`src/rtl/fwc_pkg.sv`:
```
package fwc_pkg;
   localparam int NUM_CH  = 3;
   localparam int CH_HI   = 0;
   localparam int CH_LO   = 1;
   localparam int CH_TST  = 2;
   localparam int EDGES_PER_PERIOD = 2;

   typedef struct packed {
      logic slow;
      logic ok;
      logic fast;
   } verdict_t;
endpackage

```
`src/rtl/fwc_sync.sv`:
```
module fwc_sync #(
   parameter int STAGES = 2
) (
   input  logic clk_i,
   input  logic rst_ni,
   input  logic d_i,
   output logic q_o
);
   if (STAGES < 2) begin : g_bad_stages
      $error("fwc_sync: STAGES must be at least 2");
   end

   logic [STAGES-1:0] chain_q;

   always_ff @(posedge clk_i or negedge rst_ni) begin
      if (!rst_ni) chain_q <= '0;
      else         chain_q <= {chain_q[STAGES-2:0], d_i};
   end

   assign q_o = chain_q[STAGES-1];
endmodule

```
`src/rtl/fwc_period_det.sv`:
```
module fwc_period_det #(
   parameter bit RISE   = 1'b1,
   parameter int NEEDED = 2
) (
   input  logic clk_i,
   input  logic rst_ni,
   input  logic clr_i,
   input  logic sig_i,
   output logic done_o
);
   localparam int CW = $clog2(NEEDED + 1);

   if (NEEDED < 1) begin : g_bad_needed
      $error("fwc_period_det: NEEDED must be positive");
   end

   logic          prev_q;
   logic          edge_seen;
   logic [CW-1:0] cnt_q;

   if (RISE) begin : g_rise
      assign edge_seen = sig_i & ~prev_q;
   end else begin : g_fall
      assign edge_seen = ~sig_i & prev_q;
   end

   assign done_o = (cnt_q == CW'(NEEDED));

   always_ff @(posedge clk_i or negedge rst_ni) begin
      if (!rst_ni) begin
         prev_q <= 1'b0;
         cnt_q  <= '0;
      end else begin
         prev_q <= sig_i;
         if (clr_i)                    cnt_q <= '0;
         else if (edge_seen && !done_o) cnt_q <= cnt_q + 1'b1;
      end
   end
endmodule

```
`src/rtl/fwc_order_dec.sv`:
```
module fwc_order_dec
   import fwc_pkg::*;
(
   input  logic              clk_i,
   input  logic              rst_ni,
   input  logic              en_i,
   input  logic [NUM_CH-1:0] nxt_i,
   output logic [NUM_CH-1:0] cur_o,
   output logic              clr_o,
   output verdict_t          vd_o
);
   logic [NUM_CH-1:0] cur_q;
   logic              tst_new;
   verdict_t          dec;

   always_comb begin
      tst_new  = nxt_i[CH_TST] & ~cur_q[CH_TST] & en_i;
      dec.fast = tst_new & ~cur_q[CH_HI];
      dec.ok   = tst_new &  cur_q[CH_HI] & ~cur_q[CH_LO];
      dec.slow = tst_new &  cur_q[CH_HI] &  cur_q[CH_LO];
   end

   assign clr_o = (|dec) | ~en_i;
   assign cur_o = cur_q;

   always_ff @(posedge clk_i or negedge rst_ni) begin
      if (!rst_ni) begin
         cur_q <= '0;
         vd_o  <= '0;
      end else begin
         cur_q <= clr_o ? '0 : nxt_i;
         vd_o  <= dec;
      end
   end
endmodule

```
`src/rtl/freq_window_cls.sv`:
```
module freq_window_cls
   import fwc_pkg::*;
#(
   parameter int SYNC_STAGES = 2,
   parameter bit EDGE_RISE   = 1'b1
) (
   input  logic clk_i,
   input  logic rst_ni,
   input  logic en_i,
   input  logic ref_lo_i,
   input  logic ref_hi_i,
   input  logic test_i,
   output logic fast_o,
   output logic ok_o,
   output logic slow_o
);
   if (SYNC_STAGES < 2) begin : g_bad_sync
      $error("freq_window_cls: SYNC_STAGES must be at least 2");
   end

   logic [NUM_CH-1:0] raw_in;
   logic [NUM_CH-1:0] synced;
   logic [NUM_CH-1:0] det_done;
   logic [NUM_CH-1:0] cur_state;
   logic              clr_all;
   verdict_t          verdict;

   assign raw_in[CH_HI]  = ref_hi_i;
   assign raw_in[CH_LO]  = ref_lo_i;
   assign raw_in[CH_TST] = test_i;

   for (genvar g = 0; g < NUM_CH; g++) begin : g_chan
      fwc_sync #(.STAGES(SYNC_STAGES)) u_sync (
         .clk_i (clk_i),
         .rst_ni(rst_ni),
         .d_i   (raw_in[g]),
         .q_o   (synced[g])
      );
      fwc_period_det #(.RISE(EDGE_RISE), .NEEDED(EDGES_PER_PERIOD)) u_det (
         .clk_i (clk_i),
         .rst_ni(rst_ni),
         .clr_i (clr_all),
         .sig_i (synced[g]),
         .done_o(det_done[g])
      );
   end

   fwc_order_dec u_dec (
      .clk_i (clk_i),
      .rst_ni(rst_ni),
      .en_i  (en_i),
      .nxt_i (det_done),
      .cur_o (cur_state),
      .clr_o (clr_all),
      .vd_o  (verdict)
   );

   assign fast_o = verdict.fast;
   assign ok_o   = verdict.ok;
   assign slow_o = verdict.slow;
endmodule

```
`config.mk`:
```
export PLATFORM = sky130hd
export DESIGN_NAME = freq_window_cls
export DESIGN_NICKNAME = d
export VERILOG_FILES = /design/src/rtl/fwc_pkg.sv /design/src/rtl/fwc_sync.sv /design/src/rtl/fwc_period_det.sv /design/src/rtl/fwc_order_dec.sv /design/src/rtl/freq_window_cls.sv
export SDC_FILE = /design/constraint.sdc
export NUM_CORES = 1
export LEC_CHECK = 0
export BUFFER_PORTS_ARGS = -buffer_cell sky130_fd_sc_hd__buf_2
export CORE_UTILIZATION = 50
export DETAILED_ROUTE_END_ITERATION = 6
export PLACE_DENSITY = 0.79
export SLEW_MARGIN = 10
export SYNTH_ARGS = -nofsm -noshare
export SYNTH_HDL_FRONTEND = slang
export SYNTH_HIERARCHICAL = 1
export SYNTH_SLANG_ARGS = --single-unit
```
`constraint.sdc`:
```
create_clock -name clk_i -period 4.4 [get_ports clk_i]
set_clock_uncertainty 0.15 [all_clocks]
set_input_delay 0.44 -clock clk_i [delete_from_list [all_inputs] [get_ports clk_i]]
set_output_delay 0.44 -clock clk_i [all_outputs]
set_load 0.02 [all_outputs]
```
Word level (Yosys, flattened, before mapping)
Cells that the tools add are included.
- add/subtract/negate cells: 3
- equality and inequality tests: 3
- multiplexer cells: 7
- bitwise logic cells: 17
- reduce and logical (&&, ||, !) cells: 10
- operators by type and width (cell ; count):
    $mux 2 ; 6
    $and 1x1->1 ; 9
    $not 1->1 ; 7
    $add 2x1->2 const B ; 3
    $eq 2x2->1 const B ; 3
    $reduce_bool 2->1 ; 3
    $logic_and 1x1->1 ; 3
    $logic_not 1->1 ; 3
    $mux 3 ; 1
    $reduce_or 3->1 ; 1
    $or 1x1->1 ; 1
- register bits: 21
- input port bits: 6
- output and inout bits: 3
- logic and storage cells: 53

Longest topological paths before layout
- depth after elaboration: 8
- depth in mapped cells: 6
- mapped depth without buffers: 6

Cells and area by module
Netlist, hierarchy kept.
- modules (own cells, without submodules) (module ; instances ; cells an instance ; area each (µm²) ; seq. area each (µm²)):
    fwc_period_det ; 3 ; 12 ; 146.4 ; 75.1
    fwc_order_dec ; 1 ; 16 ; 217.7 ; 150.1
    fwc_sync ; 3 ; 2 ; 50.0 ; 50.0

Worst setup path before layout
No wires, ideal clock.
- path kind: register to register
- start point: reg g_chan[2].u_det.cnt_q[0]
- end point: reg g_chan[0].u_det.cnt_q[0]
- library setup time: 0.125 ns
- arrival time: 1.273 ns
- data required time: 4.125 ns
- path slack: 2.852 ns
- stages on the path, launching flop included: 7
- buffers on the path: 0
- clock period less this slack: 1.548 ns
- cell sequence: dfrtp_1 inv_1 ha_1 nand2b_4 nand2_1 nor2_1 mux2_2
- word-level cells in the longest chain between the ends: 8
- elaborated cells between the ends (all ways): 11
- classes of those cells: 1 x eq/ne; 1 x mux; 7 x bitwise; 2 x reduce/logical
- RTL lines (item ; RTL line ; source):
    from (decl) ; fwc_period_det.sv:19 ; logic [CW-1:0] cnt_q;
    from (signal assigned) ; fwc_period_det.sv:36 ; else if (edge_seen && !done_o) cnt_q <= cnt_q + 1'b1;
    $eq 2x2->1 * ; fwc_period_det.sv:27 ; assign done_o = (cnt_q == CW'(NEEDED));
    via det_done[2] ; freq_window_cls.sv:23 ; logic [NUM_CH-1:0] det_done;
    $and 1x1->1 * (2 in a row) ; fwc_order_dec.sv:17 ; tst_new = nxt_i[CH_TST] & ~cur_q[CH_TST] & en_i;
    $and 1x1->1 ; fwc_order_dec.sv:19, fwc_order_dec.sv:20 ;
    $and 1x1->1, on equally long branches ; fwc_order_dec.sv:19, fwc_order_dec.sv:20 ;
    $reduce_or 3->1 * ; fwc_order_dec.sv:23 ; assign clr_o = (|dec) | ~en_i;
    $or 1x1->1 * ; fwc_order_dec.sv:23 ;
    via clr_all ; freq_window_cls.sv:25 ; logic clr_all;
    $mux 2 or $reduce_bool 2->1 (tied branches) ; -- ;
    to (signal assigned) ; fwc_period_det.sv:36 ;
    to (decl) ; fwc_period_det.sv:19 ;
The timed path passes the listed nets; every way through them passes the cells marked *.
A chain may end at the register's enable or synchronous reset.

Final worst setup path
- start point: reg g_chan[2].u_det.cnt_q[0]
- end point: reg g_chan[2].u_det.cnt_q[0]
- word-level cells in the longest chain between the ends: 8
- elaborated cells between the ends (all ways): 15
- classes of those cells: 1 x add/sub; 1 x eq/ne; 2 x mux; 7 x bitwise; 4 x reduce/logical
- RTL lines (item ; RTL line):
    $eq 2x2->1 * ; fwc_period_det.sv:27
    via det_done[2] ; freq_window_cls.sv:23
    $and 1x1->1 * (2 in a row) ; fwc_order_dec.sv:17
    $and 1x1->1 ; fwc_order_dec.sv:19, fwc_order_dec.sv:20
    $and 1x1->1, on equally long branches ; fwc_order_dec.sv:19, fwc_order_dec.sv:20
    $reduce_or 3->1 * ; fwc_order_dec.sv:23
    $or 1x1->1 * ; fwc_order_dec.sv:23
    via clr_all ; freq_window_cls.sv:25
    $mux 2 or $reduce_bool 2->1 (tied branches) ; --
The timed path passes the listed nets; every way through them passes the cells marked *. The select of a mux whose other input is x is not followed.

==> flow_summary.json <==
{
  "synth.yosys.warnings": 6,
  "core_region_area_um2": 1510,
  "clock_sinks": 21,
  "cts_tree": "done",
  "port_buffers": 8,
  "fmaxAchievable_mhz": 586,
  "die-area_um2": 1780,
  "holdCritPathClass": "input port to register",
  "place_area_um2": 867,
  "cts_resized": 0,
  "critPathLaunchType": "register",
  "critical_path_cell_count": 6,
  "worstPathBufferInverterCount": 1,
  "wire_length_of_the_first_global_routing_pass_um": 1820,
  "mappedNetlistNets": 67,
  "ant_nets": 0,
  "synth_sequential_area_ratio": 0.651,
  "syn_inst": 58,
  "vias_per_cell": 5.03,
  "cellLeakagePower_nw": 0.448,
  "mostFrequentLayoutCell": "sky130_fd_sc_hd__dfrtp_1",
  "postRouteWirelength_um": 969,
  "crit_slowest_cell": "sky130_fd_sc_hd__dfrtp_1",
  "antenna_cells_inserted": 0,
  "grt_max_degree": 22,
  "antenna_found_initial": 0,
  "run_status": "completed",
  "placement_rows": 14,
  "worst-endpoint-required_ns": 4.43,
  "clk_pin_slew_worst_paths_ns": 0.10,
  "slew_headroom": 0.706,
  "rsz_0062_raised_after_global_routing": "no",
  "area_delta_synth_final_pct": 11.9,
  "peakVddDrop_mv": 0.259,
  "io_pins": 9,
  "post_synth.cell_area_avg_um2": 13.9,
  "worstHoldPathCells": 1,
  "wl_per_cell_um": 11.1,
  "grt_overflow_total": 0,
  "r2r_cells": 6,
  "layoutNonFillerInstCount": 87,
  "drive_above_1_share": 0.324,
  "finalHoldViolations": 0,
  "grt_usage": 0.142,
  "dr_total_vias": 438,
  "worst_ep_arrival_time_ns": 1.74,
  "path_delay_family": "simple AND/OR/NAND/NOR gates",
  "min_period_over_period": 0.388,
  "timing.critical_path.cells": "inv_1 -> ha_1 -> nand2b_4 -> nand2_1 -> nor2_1 -> mux2_2",
  "detail_route.iter0.violations": 5,
  "critical-path-max-stage-delay_ns": 0.40,
  "cts_made_buffers": 3,
  "die_width_um": 42.2,
  "syn_area_um2": 807,
  "clock_latency_ns": 0.29,
  "timing_worst_setup_path_type": "register to register",
  "route.detailed.drc": 0,
  "maxSlewViolCount": 0,
  "grt_pass1_vias": 450,
  "die_y_um": 42.2,
  "max_slew.worst_pin.slew_ns": 0.442,
  "most-common-layout-cells": "sky130_fd_sc_hd__dfrtp_1, sky130_fd_sc_hd__buf_2, sky130_fd_sc_hd__nor2b_1, sky130_fd_sc_hd__nor2_1, sky130_fd_sc_hd__mux2_2",
  "ys_ff_latch": 21,
  "crit_fanout": 12,
  "cts_htree_levels": 1,
  "final_area_um2": 903,
  "setup_viol_count_final": 0,
  "period_needed_ns": 1.71,
  "setup-tns-final_ns": 0,
  "fin_nets": 81,
  "clock_tree.buffer_depth": 2,
  "floorplan.initialDensity": 0.536,
  "detailedRoute.firstPassIterationCount": 2,
  "pwr_density_cell_nw_per_um2": 350,
  "place_congestion": 0.695,
  "drv.max_cap_violation_count": 0,
  "cts.root.buffer_cell": "sky130_fd_sc_hd__clkbuf_4",
  "worst_setup_path_end_kind": "register",
  "placed_cells": 82,
  "finalPower_w": 0.000316,
  "worst_case_register_to_register_setup_slack_ns": 2.69,
  "ys_types": 12
}
routing by layer:
layer | vias up | part of all wire | track usage
met4 | 0 | 0.022 | 0.0750
met3 | 4 | 0.043 | 0.0388
li1 | 217 | - | -
met1 | 206 | 0.46 | 0.169
met5 | - | 0 | 0
met2 | 11 | 0.47 | 0.234
stage by stage:
stage | setup slack (ns) | utilization | hold slack [ns]
floorplan | 2.85 | - | -0.00559
global route | 2.56 | 0.600 | 0.0669
detailed placement | 2.70 | 0.576 | 0.185
global placement | 2.76 | 0.576 | 0.184
CTS | 2.68 | 0.600 | 0.0815
finish | 2.69 | 0.600 | 0.0945
worst register-to-register path: cells and delay by family, from the launching register on:
| kind | cells | cell delay (ns) |
|---|---|---|
| simple gates | 3 | 0.47 |
| flops | 1 | 0.40 |
| mux | 1 | 0.28 |
| fa+ha+maj | 1 | 0.23 |
| buf+inv | 1 | 0.06 |
registers in the layout (all words and copies together) (netlist names):
| register | cells |
|---|---|
| g_chan.u_det/cnt_q | 6 |
| g_chan.u_sync/chain_q | 6 |
| g_chan.u_det/prev_q | 3 |
| u_dec/cur_o | 3 |
| u_dec/vd_o | 3 |
area by class of cell:
cell class                      instances  area, µm²
Clock buffer                            4       26.3
Fill cell                             123        603
Inverter                                4       15.0
Multi-Input combinational cell         33        267
Sequential cell                        21        526
Tap cell                               16       20.0
Timing Repair Buffer                    9       50.0
synth_stat cells (all sizes together):
cell | number | area [µm²]
and3 | 3 | 20.0
dfrtp | 21 | 526
ha | 3 | 37.5
inv | 4 | 15.0
mux2 | 6 | 67.6
nand2 | 2 | 7.51
nand2b | 1 | 13.8
nor2 | 6 | 22.5
nor2b | 6 | 37.5
nor3 | 2 | 10.0
nor3b | 4 | 50.1
cells by family after synthesis:
family	count (synthesis)	synth area share
DFF	21	0.651
adders and majority gates	3	0.0465
and+or+nand+nor	24	0.200
buffers and inverters	4	0.0186
muxes	6	0.0837
what timing repair did:
item,CTS,global route
buffers inserted,0,0
hold buffers,1,0
hold endpoints to repair,21,0
power by group:
group | internal (W) | switching, W
clock network | 0.0000353 | 0.0000507
registers | 0.000201 | 0.00000408
logic | 0.0000122 | 0.0000131
path summary, 6_finish.rpt:
check | start | end
setup / recovery | g_chan[2].u_det/cnt_q[0] | g_chan[2].u_det/cnt_q[0]
hold / removal | test_i | g_chan[2].u_sync/chain_q[0]
setup reg to reg | g_chan[2].u_det/cnt_q[0] | g_chan[2].u_det/cnt_q[0]
hold reg to reg | g_chan[1].u_sync/chain_q[0] | g_chan[1].u_sync/chain_q[1]
max in group asynchronous | rst_ni | g_chan[1].u_det/cnt_q[0]
min in group asynchronous | rst_ni | u_dec/vd_o[0]
Power figures use the tool's default switching activity.
